[src/rtl/region_attr_pkg.sv]
package region_attr_pkg;
    localparam int NREG      = 4;
    localparam int IDXW      = $clog2(NREG);
    localparam int DW        = 32;
    localparam int SELW      = 12;
    localparam int TAGW      = 8;
    localparam logic [SELW-1:0] SEL_FIRST = 12'h004;
    localparam logic [DW-1:0]   KEEP_DATA  = 32'hFFFF_E464;
    localparam logic [DW-1:0]   KEEP_FETCH = 32'hFFFF_E460;

    typedef struct packed {
        logic [1:0] cmode;
        logic [1:0] smode;
        logic       amode;
        logic       wprot;
    } attr_t;

    typedef struct packed {
        logic [TAGW-1:0] base;
        logic [TAGW-1:0] mask;
        logic            en;
        attr_t           attr;
    } region_t;

    function automatic logic [DW-1:0] keep_bits(int idx);
        return (idx >= NREG / 2) ? KEEP_FETCH : KEEP_DATA;
    endfunction

    function automatic region_t decode(logic [DW-1:0] w);
        region_t r;
        r.base       = w[31:24];
        r.mask       = w[23:16];
        r.en         = w[15];
        r.attr.smode = w[14:13];
        r.attr.amode = w[10];
        r.attr.cmode = w[6:5];
        r.attr.wprot = w[2];
        return r;
    endfunction
endpackage

[src/rtl/region_reg_file.sv]
module region_reg_file
    import region_attr_pkg::*;
(
    input  logic                     clk,
    input  logic                     rst,
    input  logic                     we,
    input  logic [SELW-1:0]          num,
    input  logic [DW-1:0]            wdata,
    output logic [DW-1:0]            rdata,
    output logic [NREG-1:0][DW-1:0]  words
);
    logic [SELW-1:0] offs;
    logic            valid;

    assign offs  = num - SEL_FIRST;
    assign valid = (num >= SEL_FIRST) && (offs < SELW'(NREG));

    for (genvar g = 0; g < NREG; g++) begin : g_reg
        always_ff @(posedge clk) begin
            if (rst)
                words[g] <= '0;
            else if (we && valid && offs[IDXW-1:0] == IDXW'(g))
                words[g] <= wdata & keep_bits(g);
        end
    end

    assign rdata = valid ? words[offs[IDXW-1:0]] : '0;
endmodule

[src/rtl/region_compare.sv]
module region_compare
    import region_attr_pkg::*;
(
    input  logic [NREG-1:0][DW-1:0] words,
    input  logic [TAGW-1:0]         tag,
    output logic [NREG-1:0]         match
);
    for (genvar g = 0; g < NREG; g++) begin : g_cmp
        region_t r;
        assign r        = decode(words[g]);
        assign match[g] = r.en && (((tag ^ r.base) & ~r.mask) == '0);
    end
endmodule

[src/rtl/region_pick.sv]
module region_pick
    import region_attr_pkg::*;
(
    input  logic [NREG-1:0] match,
    input  logic            is_fetch,
    output logic            found,
    output logic [IDXW-1:0] idx
);
    always_comb begin
        found = 1'b0;
        idx   = '0;
        for (int k = NREG - 1; k >= 0; k--) begin
            if (match[k] && ((k >= NREG / 2) == is_fetch)) begin
                found = 1'b1;
                idx   = IDXW'(k);
            end
        end
    end
endmodule

[src/rtl/region_attr_matcher.sv]
module region_attr_matcher
    import region_attr_pkg::*;
(
    input  logic        clk,
    input  logic        rst,
    input  logic        reg_we,
    input  logic [11:0] reg_num,
    input  logic [31:0] reg_wdata,
    output logic [31:0] reg_rdata,
    input  logic [31:0] acc_addr,
    input  logic        acc_is_ifetch,
    output logic        hit,
    output logic [1:0]  hit_idx,
    output logic [1:0]  attr_cmode,
    output logic [1:0]  attr_smode,
    output logic        attr_amode,
    output logic        attr_wprot
);
    logic [NREG-1:0][DW-1:0] words;
    logic [NREG-1:0]         match;
    logic                    found;
    logic [IDXW-1:0]         idx;
    region_t                 win;
    attr_t                   attr;

    region_reg_file u_regs (
        .clk   (clk),
        .rst   (rst),
        .we    (reg_we),
        .num   (reg_num),
        .wdata (reg_wdata),
        .rdata (reg_rdata),
        .words (words)
    );

    region_compare u_cmp (
        .words (words),
        .tag   (acc_addr[DW-1 -: TAGW]),
        .match (match)
    );

    region_pick u_pick (
        .match    (match),
        .is_fetch (acc_is_ifetch),
        .found    (found),
        .idx      (idx)
    );

    assign win  = decode(words[idx]);
    assign attr = found ? win.attr : '0;

    assign hit        = found;
    assign hit_idx    = found ? idx : '0;
    assign attr_cmode = attr.cmode;
    assign attr_smode = attr.smode;
    assign attr_amode = attr.amode;
    assign attr_wprot = attr.wprot;
endmodule

[config.mk]
export PLATFORM = sky130hd
export DESIGN_NAME = region_attr_matcher
export DESIGN_NICKNAME = d
export VERILOG_FILES = /design/src/rtl/region_attr_pkg.sv /design/src/rtl/region_reg_file.sv /design/src/rtl/region_compare.sv /design/src/rtl/region_pick.sv /design/src/rtl/region_attr_matcher.sv
export SDC_FILE = /design/constraint.sdc
export NUM_CORES = 1
export LEC_CHECK = 0
export ABC_AREA = 1
export BUFFER_PORTS_ARGS = -buffer_cell sky130_fd_sc_hd__buf_2
export CAP_MARGIN = 20
export CORE_UTILIZATION = 40
export CTS_CLUSTER_DIAMETER = 30
export CTS_CLUSTER_SIZE = 25
export DETAILED_ROUTE_END_ITERATION = 8
export SYNTH_ARGS = -nofsm -noshare
export SYNTH_HDL_FRONTEND = slang
export SYNTH_HIERARCHICAL = 1
export SYNTH_SLANG_ARGS = --single-unit
[constraint.sdc]
create_clock -name clk -period 4.47 [get_ports clk]
set_clock_uncertainty 0.05 [all_clocks]
set_input_delay 0.894 -clock clk [delete_from_list [all_inputs] [get_ports clk]]
set_output_delay 0.894 -clock clk [all_outputs]
set_load 0.01 [all_outputs]
==> impl_metrics.json, run 1 <==
{
  "outcome": "finished clean",
  "post_cts_resized": 0,
  "layout-area-overhead-vs-synth_pct": 11.7,
  "worstPathMaxFanout": 8,
  "placed_cells_incl_taps": 1152,
  "largest_register_by_flop_count": "u_regs/words",
  "avgSynthCellArea_um2": 5.93,
  "pin_count_of_the_biggest_net_entering_global_routing": 91,
  "start_kind": "input pin",
  "layout.area.seq_um2": 1800,
  "dieArea_um2": 14300,
  "routabilityCongestion": 0.767,
  "worst_vdd_rail_ir_drop_uv": 213,
  "maximum_root_to_sink_buffer_count": 2,
  "largest_register_ffs": 90,
  "fin_util": 0.463,
  "post_drt_wl_per_cell_um": 12.5,
  "launch_instance_of_the_worst_register_to_register_path": "u_regs/words[26]",
  "cts_hold_repair.buffers": 0,
  "cts_tree": "built",
  "grt.overflow.total": 0,
  "grt_antenna_before_repair": 0,
  "path_class": "in2out",
  "multi_input_comb_area_um2": 2760,
  "net_sw_frac": 0.244,
  "cts_buffers": 9,
  "netlist_instances": 932,
  "first_pass_iters": 5,
  "grt_pass1_wl_um": 24000,
  "registers_with_the_most_flip_flops": "u_regs/words x90",
  "p_int_uw": 1240,
  "synth.cell_area_um2": 5530,
  "switching_power_uw": 399,
  "drt_iter0_markers": 349,
  "hp-class": "reg2reg",
  "power.share.combinational": 0.068,
  "period_minus_slack_ns": 3.60,
  "leakage_uw": 0.00322,
  "filler_cell_count": 1473,
  "endpoint_kind": "output pin",
  "grt_util_all_layers": 0.214,
  "io_pins": 121,
  "pwr-share-clk": 0.442,
  "post_route_cells_drive_above_1_share": 0.128,
  "cts-htree-levels": 3,
  "vias": 5290,
  "layout_commonest_cell": "sky130_fd_sc_hd__nand2_1",
  "antenna_left": 0,
  "final-hold-violation-count": 0,
  "mostFrequentLayoutCells": "273 x sky130_fd_sc_hd__nand2_1, 195 x sky130_fd_sc_hd__nor2_1, 166 x sky130_fd_sc_hd__inv_1",
  "power.sequential.fraction": 0.490,
  "final-instance-count-excl-fill": 1167,
  "post-cts-setup-buffers": 0,
  "placeableCoreArea_um2": 13300,
  "row_count": 42,
  "cts-root-buf": "sky130_fd_sc_hd__clkbuf_16",
  "dieWidth_um": 120,
  "worstPathRequired_ns": 3.53,
  "clock_latency_ns": 0.35,
  "fmax_ghz": 0.278,
  "drc": 0,
  "setup_repair_after_global_routing_missed_its_margin": "no",
  "first_global_vias": 4794,
  "cp-startpoint": "acc_addr[24]",
  "max-slew-margin-rel": 0.323,
  "design_power_total_uw": 1640,
  "worstMarginPinSlew_ns": 1.02,
  "worst-endpoint-arrival_ns": 2.66,
  "hp-start": "u_regs/words[47]",
  "cts.clk_slew.worst_paths_ns": 0.06,
  "clkSinkCount": 90,
  "buffer_ports.inserted": 78,
  "hpwl_um": 9240,
  "finalSetupViolations": 0,
  "num-nets-final": 1067,
  "start_util": 0.414,
  "dieHeight_um": 120,
  "post_drt_via_cell_ratio": 4.53,
  "totalNegativeSetupSlack_ns": 0,
  "yosysWarningCount": 6,
  "insertedDiodeCount": 0,
  "post_route_fraction_of_the_period_consumed_by_the_critical_path": 0.806,
  "power.density_nw_per_um2": 265,
  "max-cap-violations": 0,
  "drv_slew": 0,
  "routed_wl_um": 14600
}
==> routing by layer <==
metal	routed length, um	global-route usage	up-vias
met3	696	0.0480	11
met4	156	0.0641	0
met1	7250	0.290	2320
li1	-	-	2857
met5	0	0	-
met2	6530	0.340	102
==> metrics by stage <==
stage / setup WS, ns / area [um2] / hold slack, ns
after global placement: 0.859 / 5900 / 0.467
final: 0.869 / 6170 / 0.478
after detailed placement: 0.852 / 5900 / 0.464
after CTS: 0.834 / 6170 / 0.478
after global routing: 0.609 / 6170 / 0.506
after floorplan: 1.38 / 5560 / 0.446
==> power by group through the flow <==
stage,Clock [uW],Sequential (uW),Combinational (uW)
floorplan,0,820,62.6
global placement,0,820,111
detailed placement,0,820,110
CTS,740,802,111
global route,774,801,122
finish,723,802,111
==> cell type report <==
class / instances / area share
Sequential cell: 90 / 0.292
Clock buffer: 13 / 0.0422
Inverter: 179 / 0.109
Timing Repair Buffer: 85 / 0.0717
Clock inverter: 2 / 0.00203
Multi-Input combinational cell: 622 / 0.448
Tap cell: 176 / 0.0357
==> final timing paths <==
| path | end | slack [ns] | cells past startpoint |
|---|---|---|---|
| max | attr_cmode[1] | 0.87 | 15 |
| max reg2reg | u_regs/words[26] | 3.67 | 4 |
| min reg2reg | u_regs/words[47] | 0.48 | 4 |
| min | u_regs/words[47] | 0.48 | 4 |
==> worst max-delay path, stage by stage <==
cell and delay, ns:
sky130_fd_sc_hd__buf_2 0.13, sky130_fd_sc_hd__inv_2 0.08, sky130_fd_sc_hd__nand2_1 0.05, sky130_fd_sc_hd__nand3_1 0.08, sky130_fd_sc_hd__nand2_1 0.08, sky130_fd_sc_hd__nor2_1 0.14, sky130_fd_sc_hd__nand2_1 0.08, sky130_fd_sc_hd__nor2_2 0.10
sky130_fd_sc_hd__nand3b_1 0.11, sky130_fd_sc_hd__nand2_1 0.20, sky130_fd_sc_hd__buf_4 0.24, sky130_fd_sc_hd__nand2_1 0.06, sky130_fd_sc_hd__nand3_1 0.06, sky130_fd_sc_hd__a21oi_1 0.18, sky130_fd_sc_hd__buf_2 0.16
Note: power is estimated with default switching activity, not from simulation.
==> run 2, diff against run 1 <==
- clock period: 4.47 -> 2.96 ns (I/O delays scaled with it)
==> impl_metrics.json, run 2 (synthesis results as in run 1) <==
{
  "max-slew-margin-rel": 0.646,
  "cp_cell_sequence": "buf_2 > inv_2 > nand2_1 > nand3_1 > nand2_2 > nor2_2 > nand2_1 > nor2_2 > nand3b_1 > nand2_4 > buf_4 > nand2_1 > nand3_1 > a21oi_1 > buf_2",
  "start_util": 0.414,
  "buffer_ports.inserted": 78,
  "start_kind": "input pin",
  "routed_wl_um": 14800,
  "cpPeakStageDelay_ns": 0.17,
  "detailed_place.area_um2": 6000,
  "worstMarginPinSlew_ns": 0.530,
  "fmax_ghz": 0.350,
  "max-cap-violations": 0,
  "post_drt_wl_per_cell_um": 12.5,
  "final-hold-violation-count": 0,
  "leakage_uw": 0.00330,
  "antenna_left": 0,
  "drc": 0,
  "filler_cell_count": 1474,
  "worstPathMaxFanout": 5,
  "hpwl_um": 9480,
  "post_route_fraction_of_the_period_consumed_by_the_critical_path": 0.966,
  "worst-r2r-cell-count": 4,
  "grt_antenna_before_repair": 0,
  "first_pass_iters": 5,
  "first_global_vias": 4762,
  "grt.overflow.total": 0,
  "layout-area-overhead-vs-synth_pct": 15.4,
  "cts.clk_slew.worst_paths_ns": 0.06,
  "routabilityCongestion": 0.796,
  "clock_latency_ns": 0.35,
  "multi_input_comb_area_um2": 2830,
  "finalSetupViolations": 0,
  "hp-class": "in2reg",
  "endpoint_kind": "output pin",
  "period_minus_slack_ns": 2.86,
  "largest_register_ffs": 90,
  "critPathSlowestCell": "sky130_fd_sc_hd__buf_4",
  "drt_iter0_markers": 415,
  "min_delay_path_depth": 3,
  "clkSinkCount": 90,
  "drv_slew": 0,
  "post_route_cells_drive_above_1_share": 0.162,
  "maximum_root_to_sink_buffer_count": 2,
  "power.density_nw_per_um2": 391,
  "worst-endpoint-arrival_ns": 2.22,
  "path_class": "in2out",
  "vias": 5394,
  "layout_commonest_cell": "sky130_fd_sc_hd__nand2_1",
  "dieArea_um2": 14300,
  "row_count": 42,
  "worstPathRequired_ns": 2.32,
  "io_pins": 121,
  "cts_buffers": 9,
  "mostFrequentLayoutCells": "266 x sky130_fd_sc_hd__nand2_1, 190 x sky130_fd_sc_hd__nor2_1, 164 x sky130_fd_sc_hd__inv_1",
  "timing.critical_path.mode_cell": "sky130_fd_sc_hd__nand2_1",
  "cts_tree": "built",
  "registers_with_the_most_flip_flops": "u_regs/words x90",
  "outcome": "finished clean",
  "dieWidth_um": 120,
  "cts-htree-levels": 3,
  "dieHeight_um": 120,
  "num-nets-final": 1077,
  "post_drt_via_cell_ratio": 4.58,
  "grt_util_all_layers": 0.215,
  "placeableCoreArea_um2": 13300,
  "insertedDiodeCount": 0,
  "worst_vdd_rail_ir_drop_uv": 295,
  "grt_pass1_wl_um": 23900,
  "fin_util": 0.478,
  "layout.area.seq_um2": 1810,
  "rrSetupSlack_ns": 2.20,
  "fin_area_um2": 6370,
  "cts-root-buf": "sky130_fd_sc_hd__clkbuf_16",
  "largest_register_by_flop_count": "u_regs/words",
  "worst_hold_slack_ns": 0.439,
  "cts_hold_repair.buffers": 0,
  "pin_count_of_the_biggest_net_entering_global_routing": 91
}
run 2: per-layer routing:
metal,routed length [um],GRT usage,vias up
li1,-,-,2887
met1,7020,0.282,2377
met2,6810,0.350,121
met4,149,0.0719,0
met3,779,0.0447,9
met5,0,0,-
run 2: final timing paths:
| kind | to | startpoint |
|---|---|---|
| worst min register to register | u_regs/words[69] | u_regs/words[69] |
| worst min-delay path | u_regs/words[34] | reg_wdata[2] |
| worst max register to register | u_regs/words[26] | u_regs/words[26] |
| worst max-delay path | attr_wprot | acc_addr[24] |
run 2: layout make-up:
cell class,instances,area share
repair buffers,95,0.0878
multi-input cells,622,0.444
flip-flops and latches,90,0.283
inverters,179,0.106
clock inverters,5,0.00609
clock buffers,11,0.0381
well taps,176,0.0346
run 2: power breakdown:
part	switching, uW	leakage (uW)	internal, uW	total (uW)
clock	504	0.000136	597	1100
sequential	0.205	0.000726	1210	1210
combinational	125	0.00244	52.4	178
total	629	0.00330	1860	2490
run 2: critical path: cells and delay by family:
family	cells	cell delay, ns
AO/OA/AOI/OAI	1	0.17
buffers and inverters	4	0.53
AND/OR/NAND/NOR	10	0.92
run 2: timing repair:
item,4_1_cts,5_1_grt
resized for setup,0,29
setup buffers,0,1
hold endpoints to repair,0,0
endpoints found under the setup margin,0,6
run 2: stage by stage:
stage | instances | setup TNS, ns | total power (uW) | worst slack (ns)
floorplan | 942 | 0 | 1330 | 0.470
global placement | 1160 | 0 | 1410 | 0.0669
detailed placement | 1160 | 0 | 1410 | 0.0466
CTS | 1176 | 0 | 2520 | 0.0435
global route | 1178 | -0.0808 | 2590 | -0.0270
finish | 1178 | 0 | 2490 | 0.100
